--- config.mk ---
export PLATFORM = sky130hd
export DESIGN_NAME = chan_engage_ctrl
export DESIGN_NICKNAME = d
export VERILOG_FILES = /design/src/rtl/chan_engage_ctrl.sv
export SDC_FILE = /design/constraint.sdc
export NUM_CORES = 1
export LEC_CHECK = 0
export BUFFER_PORTS_ARGS = -buffer_cell sky130_fd_sc_hd__buf_2
export CORE_MARGIN = 5
export CORE_UTILIZATION = 50
export DETAILED_ROUTE_END_ITERATION = 8
export PLACE_DENSITY = 0.77
export SLEW_MARGIN = 20
export SYNTH_ARGS = -nofsm -noshare
export SYNTH_HDL_FRONTEND = slang
export SYNTH_SLANG_ARGS = --single-unit
--- constraint.sdc ---
create_clock -name clk -period 1.52 [get_ports clk]
set_input_delay 0.076 -clock clk [delete_from_list [all_inputs] [get_ports clk]]
set_output_delay 0.076 -clock clk [all_outputs]
set_load 0.005 [all_outputs]
--- src/rtl/chan_engage_ctrl.sv ---
module chan_engage_ctrl #(
  parameter int CONFIRM_CYC = 4,
  parameter int WD_TIMEOUT  = 32,
  parameter int RST_CYC     = 8
) (
  input  logic clk,
  input  logic rst_n,
  input  logic main_fail_i,
  input  logic servo_fail_i,
  input  logic wd_kick_i,
  input  logic overvolt_i,
  input  logic pb_on_i,
  input  logic main_open_i,
  input  logic servo_open_i,
  output logic healthy_o,
  output logic relay_en_o,
  output logic cpu_rst_o,
  output logic lamp_fault_o,
  output logic lamp_off_o
);
  localparam int CW = $clog2(CONFIRM_CYC + 1);
  localparam int WW = $clog2(WD_TIMEOUT + 1);
  localparam int RW = $clog2(RST_CYC + 1);
  localparam logic [CW-1:0] C_LAST = CW'(CONFIRM_CYC - 1);
  localparam logic [WW-1:0] W_LAST = WW'(WD_TIMEOUT - 1);
  localparam logic [RW-1:0] R_LEN  = RW'(RST_CYC);

  logic [1:0]    pf_raw, pf_lat, pf_set;
  logic [CW-1:0] pf_cnt [2];
  logic [WW-1:0] wd_cnt;
  logic [RW-1:0] rst_cnt;
  logic          wd_lat, ov_lat, sw_on, pb_q;

  assign pf_raw = {servo_fail_i, main_fail_i};

  wire pb_rise  = pb_on_i & ~pb_q;
  wire rearm    = pb_rise & ~(|pf_raw) & ~overvolt_i;
  wire wd_set   = ~wd_kick_i & (wd_cnt == W_LAST) & ~wd_lat;
  wire ov_set   = overvolt_i & ~ov_lat;
  wire new_fail = ((|pf_set) | wd_set | ov_set) & ~rearm;
  wire any_lat  = (|pf_lat) | wd_lat | ov_lat;

  for (genvar i = 0; i < 2; i++) begin : g_pf
    assign pf_set[i] = pf_raw[i] & (pf_cnt[i] == C_LAST) & ~pf_lat[i];

    always_ff @(posedge clk or negedge rst_n) begin
      if (!rst_n) begin
        pf_cnt[i] <= '0;
        pf_lat[i] <= 1'b0;
      end else begin
        if (!pf_raw[i])
          pf_cnt[i] <= '0;
        else if (pf_cnt[i] != C_LAST)
          pf_cnt[i] <= pf_cnt[i] + 1'b1;
        if (rearm)
          pf_lat[i] <= 1'b0;
        else if (pf_set[i])
          pf_lat[i] <= 1'b1;
      end
    end

    p_confirm_r3: assert property (@(posedge clk) disable iff (!rst_n)
      $rose(pf_lat[i]) |-> $past(pf_raw[i]));
  end

  always_ff @(posedge clk or negedge rst_n) begin
    if (!rst_n) begin
      wd_cnt  <= '0;
      wd_lat  <= 1'b0;
      ov_lat  <= 1'b0;
      sw_on   <= 1'b0;
      pb_q    <= 1'b0;
      rst_cnt <= '0;
    end else begin
      if (rearm || wd_kick_i)
        wd_cnt <= '0;
      else if (wd_cnt != W_LAST)
        wd_cnt <= wd_cnt + 1'b1;

      if (rearm)       wd_lat <= 1'b0;
      else if (wd_set) wd_lat <= 1'b1;

      if (rearm)           ov_lat <= 1'b0;
      else if (overvolt_i) ov_lat <= 1'b1;

      if (rearm)                     sw_on <= 1'b1;
      else if (!pb_on_i || new_fail) sw_on <= 1'b0;

      pb_q <= pb_on_i;

      if (new_fail)            rst_cnt <= R_LEN;
      else if (rst_cnt != '0)  rst_cnt <= rst_cnt - 1'b1;
    end
  end

  assign healthy_o    = sw_on & ~any_lat;
  assign relay_en_o   = healthy_o & ~main_open_i & ~servo_open_i;
  assign cpu_rst_o    = (rst_cnt != '0);
  assign lamp_fault_o = any_lat;
  assign lamp_off_o   = ~sw_on;

  p_wd_no_kick_r4: assert property (@(posedge clk) disable iff (!rst_n)
    $rose(wd_lat) |-> !$past(wd_kick_i));

  p_ov_latch_r5: assert property (@(posedge clk) disable iff (!rst_n)
    overvolt_i |=> lamp_fault_o);

  p_detect_drops_r6: assert property (@(posedge clk) disable iff (!rst_n)
    $rose(lamp_fault_o) |-> !healthy_o && lamp_off_o);

  p_detect_reset_r7: assert property (@(posedge clk) disable iff (!rst_n)
    $rose(lamp_fault_o) |-> cpu_rst_o);

  p_clear_press_r8: assert property (@(posedge clk) disable iff (!rst_n)
    $fell(lamp_fault_o) |-> $past(pb_on_i) && !$past(pb_q) && !$past(main_fail_i)
                            && !$past(servo_fail_i) && !$past(overvolt_i));

  p_off_drops_r9: assert property (@(posedge clk) disable iff (!rst_n)
    !pb_on_i |=> !healthy_o);

  p_open_cuts_r10: assert property (@(posedge clk) disable iff (!rst_n)
    (main_open_i || servo_open_i) |-> !relay_en_o);
endmodule

**Word-level counts from Yosys, hierarchy flattened**

Index checks and enable logic that the tools add are counted.
Widths: inputs -> output; s select.

- Flip-flop bits (word level): 22
- Input bits: 9
- Output and inout port bits: 5
- Logic and storage cells: 85

- Add/subtract/negate cells: 4
- Equality and inequality tests: 8
- Muxes and demuxes: 18
- Bitwise operators: 31
- Reduce and logical (&&, ||, !) cells: 14

Operators by type and width:

| cell | number |
|---|---|
| $and 1x1->1 | 14 |
| $reduce_bool 2->1 | 7 |
| $not 1->1 | 13 |
| $mux 3 | 4 |
| $mux 6 | 2 |
| $mux 1 | 10 |
| $mux 4 | 2 |
| $add 3x1->3 const B | 2 |
| $add 6x1->6 const B | 1 |
| $eq 3x2->1 const B | 2 |
| $eq 6x5->1 const B | 1 |
| $ne 3x2->1 const B | 2 |
| $ne 6x5->1 const B | 1 |
| $reduce_or 2->1 | 3 |
| $ne 2x1->1 const B | 2 |
| $or 1x1->1 | 4 |
| $reduce_bool 4->1 | 1 |
| $sub 4x1->4 const B | 1 |
| $logic_or 1x1->1 | 2 |
| $logic_not 1->1 | 1 |

**Logic depth before layout (Yosys ltp)**

- Depth after elaboration: 10
- Mapped depth: 6
- Gate-level depth less buffers: 5

**Worst setup path after synthesis**

OpenSTA, ideal clock, no wires.

- Path type: reg-to-reg
- Start point: register rst_cnt[0]
- End point: register rst_cnt[0]
- Setup time: 0.094 ns
- Arrival: 1.368 ns
- Data required time: 1.426 ns
- Setup slack: 0.058 ns
- Cell stages (with the launch flop): 7
- Buffers on the path: 1
- Clock period less this slack: 1.462 ns
- Path through: dfrtp_1 -> inv_1 -> ha_1 -> or3b_1 -> clkbuf_1 -> xnor2_1 -> a211oi_1

- Elaborated cells on any way between the ends: 5
- Those cells by class: add/sub: 1; mux: 2; reduce/logical: 2

RTL lines:

| item | line | text |
|---|---|---|
| from (decl) | 31 | `logic [RW-1:0] rst_cnt;` |
| from (signal assigned) | 92 | `else if (rst_cnt != '0) rst_cnt <= rst_cnt - 1'b1;` |
| $reduce_bool 4->1 | - |  |
| net cpu_rst_o | 17 | `output logic cpu_rst_o,` |
| $reduce_bool 2->1 (no source line) | - |  |

The timed path passes the listed nets, and every way through them passes these cells. The select of a mux whose other input is x is not followed.
A chain may end at the register's enable or synchronous reset.

**Worst setup path in the final report**

- Start point: register rst_cnt[1]
- End point: output cpu_rst_o

- Word-level cells in the longest chain between the ends: 1

RTL lines:

| item | line | text |
|---|---|---|
| $reduce_bool 4->1 | 98 | `assign cpu_rst_o = (rst_cnt != '0);` |
| to (decl) | 17 |  |

No other way between the ends.

==> metrics.txt <==
status=finished clean; Power Dens Cells=1235 mW/mm^2; TritonCTS clock tree=done; Initial Util=52.21%; cell taking the most area after synthesis=dfrtp_1; first-pass GRT wire length=3670 um; flops & latches, synth=22; total CTS buffers=3; final-report setup violation count=0; min Tclk post-route=1.516 ns; GRT Overall Usage=13.81%; DR DRC count=0; final hold violations=0; Final Non-Filler Cells=165; R2R cell count=6; synthesized area per cell=10.40 sq um; TritonCTS Sinks=22; placed cells=154; Clock Power Share=17.7%; switching power=0.5250 mW; # H-tree levels=1; ratio of cells with drive above 1 in the final layout=28.47%; core area=0.002212 sq mm; Mapped Cells=111; GRT overflow=0; placed instance area=0.001284 sq mm; buffers added on ports=13; Leak=0.6317 nW; RD Place Congestion=0.9072; Worst Path Max Fanout=3; Avg Vias per Cell=5.418; Netlist Area Pre-Place=0.001155 sq mm; Slew @ Worst Pin=0.4774 ns; Ports=14; mean routed wirelength per cell=13.23 um; sequential power share=46.3%; asr flop ratio synth=100.0%; Crit. End Element=output pin; Worst Setup Start Kind=register; Final Skew=0.002317 ns; reg2reg start=rst_cnt[1]; Post-DP HPWL=1582 um; fill count=182; Slew Viols, Final=0; Highest Clock Rate=659.6 MHz; Vias=894; Worst Path Arrival=1.44 ns; Tcrit/Tclk final=99.74%; maximum VDD drop=791.5 uV; DRT iter0 DRCs=30; worst hold path startpoint=wd_kick_i; P_int=1.226 mW; initial antenna violation count=0; top-area cell type share of the netlist area=47.67%; syn_nets=126; Worst Hold Path EP=wd_cnt[5]; Cell variety after synth=34; row count=17; vias in the first global route=872; RSZ-0062 raised after global routing=true; routed wire length=2183 um; Antenna Nets Post-Route=0; slew margin rel.=68.17%; R2R Setup Slk=0.04 ns; max-cap viol count=0; crit path kind=reg2out; worst hold path type=in2reg; DR pass1 iterations=4; CTS clk-pin slew, worst paths=0.11 ns; Final #Nets=153; post-synthesis sequential area ratio=47.67%; worst path required time=1.44 ns; EDFF count, synth=0; Gate power share=36.0%; chip height=58.06 um; diodes inserted=0; sw frac=29.99%; Top FF cell, synth=dfrtp_1; Synth area leaders=dfrtp_1, ha_1, mux2i_1, xnor2_1, nor2_1; Longest Clk Path Bufs=2; Total Power=1.751 mW; yosys warns=0; Area Growth Syn to Fin=22.75%; hold path cells=2; pin count of the biggest net entering global routing=23; Clk Latency, worst-skew pair=0.30 ns; CTS root buf=clkbuf_4; fin area=0.001418 sq mm; Setup Total Neg Slack=0 ns; die width=58.06 um; FF-to-FF End=rst_cnt[1]; die area=0.003371 sq mm
registers in the layout, summed over array words and instances (netlist names):
register and cells:
rst_cnt 4, sw_on 1, pb_q 1, wd_cnt 6, pf_cnt 6, ov_lat 1
pf_lat 2, wd_lat 1
cell families (layout without fill, tap and decap cells):
group	count (synthesis)	in the layout	synth area share (%)
AOI/OAI and AO/OA	20	20	12.13
xor gates and xnor gates	4	4	3.033
adders and majority gates	6	6	6.500
buffers and inverters	11	37	3.684
DFF	22	22	47.67
muxes	5	5	4.334
and+or+nand+nor	43	43	22.64
metal layers:
| metal | global-route usage, % | vias up | part of all wire (%) |
|---|---|---|---|
| met5 | 0 | - | 0 |
| met4 | 5.298 | 0 | 0.87 |
| met3 | 2.004 | 2 | 1.5 |
| met2 | 23.87 | 7 | 51 |
| met1 | 17.29 | 434 | 46 |
| li1 | - | 451 | - |
repair_timing:
action,4_1_cts,5_1_grt
resized for setup,6,4
hold endpoints to repair,23,0
endpoints found under the setup margin,2,8
hold buffers,2,0
buffers inserted,4,1
pin swaps,0,1
cell type report:
cell class              count  area (sq um)  area share [%]
multi-input cells          78         591.8           41.75
flip-flops and latches     22         550.5           38.83
clock buffers               4         36.28           2.560
well taps                  28         35.03           2.471
repair buffers             26         177.7           12.53
inverters                   7         26.28           1.853
cell usage in the layout, fill, tap and decap left out, types with 2 or more instances in the layout:
| master | count |
|---|---|
| nand4_1 | 3 |
| clkbuf_4 | 3 |
| o21a_1 | 2 |
| o211ai_1 | 3 |
| nor2_1 | 8 |
| buf_6 | 2 |
| nor3_1 | 3 |
| dfrtp_1 | 22 |
| mux2i_1 | 5 |
| a211oi_1 | 3 |
| o21ai_0 | 3 |
| nor4_2 | 3 |
| nand3_1 | 3 |
| nand3b_1 | 2 |
| inv_2 | 2 |
| a21oi_1 | 5 |
| ha_1 | 4 |
| nor2b_1 | 3 |
| dlygate4sd3_1 | 2 |
| inv_1 | 5 |
| xnor2_1 | 4 |
| and3_1 | 3 |
| nand2_1 | 3 |
| or4_1 | 2 |
| buf_4 | 10 |
| buf_2 | 12 |
| and2_1 | 4 |
synthesized netlist by cell type, types with 2 or more instances:
master,count
o21a_1,2
and3_1,3
mux2i_1,5
nor2_1,8
nand3b_1,2
xnor2_1,4
nand4_1,3
or4_1,2
ha_1,6
dfrtp_1,22
o211ai_1,3
inv_1,7
clkbuf_1,3
o21ai_0,3
a21oi_1,5
nor4_1,2
nor2b_1,3
nor3_1,3
nand2_1,3
nand3_1,3
a211oi_1,3
and2_1,4
power groups by stage:
stage | Combinational [mW] | Clock [mW] | Sequential, mW
detailed placement | 0.489 | 0 | 0.819
global placement | 0.462 | 0 | 0.807
CTS | 0.610 | 0.324 | 0.805
floorplan | 0.361 | 0 | 0.793
finish | 0.630 | 0.311 | 0.810
global route | 0.721 | 0.349 | 0.828
stage by stage:
stage	worst slack, ns	hold WS (ns)	utilization, %
floorplan	0.05823	-0.2196	-
global route	-0.08078	0.01666	64.08
global placement	0.07859	0.05778	58.03
finish	0.003949	0.03545	64.08
CTS	-0.001958	0.02373	62.90
detailed placement	0.04106	0.06254	58.03
worst max path at each step:
stage / start / endpoint / slack [ns] / cells after the start
final: rst_cnt[1] / cpu_rst_o / 0.004 / 4
after global routing: rst_cnt[1] / cpu_rst_o / -0.08 / 4
after CTS: rst_cnt[1] / cpu_rst_o / -0.002 / 4
after detailed placement: rst_cnt[0] / rst_cnt[0] / 0.04 / 5
after global placement: wd_cnt[0] / wd_cnt[5] / 0.08 / 3
after floorplan: rst_cnt[0] / rst_cnt[0] / 0.06 / 6
critical path, stage by stage (launching register included):
cell and delay [ns]:
dfrtp_1 0.41, inv_2 0.08, ha_4 0.12, or3b_4 0.40, buf_6 0.13
Note: power is estimated with default switching activity, not from simulation.
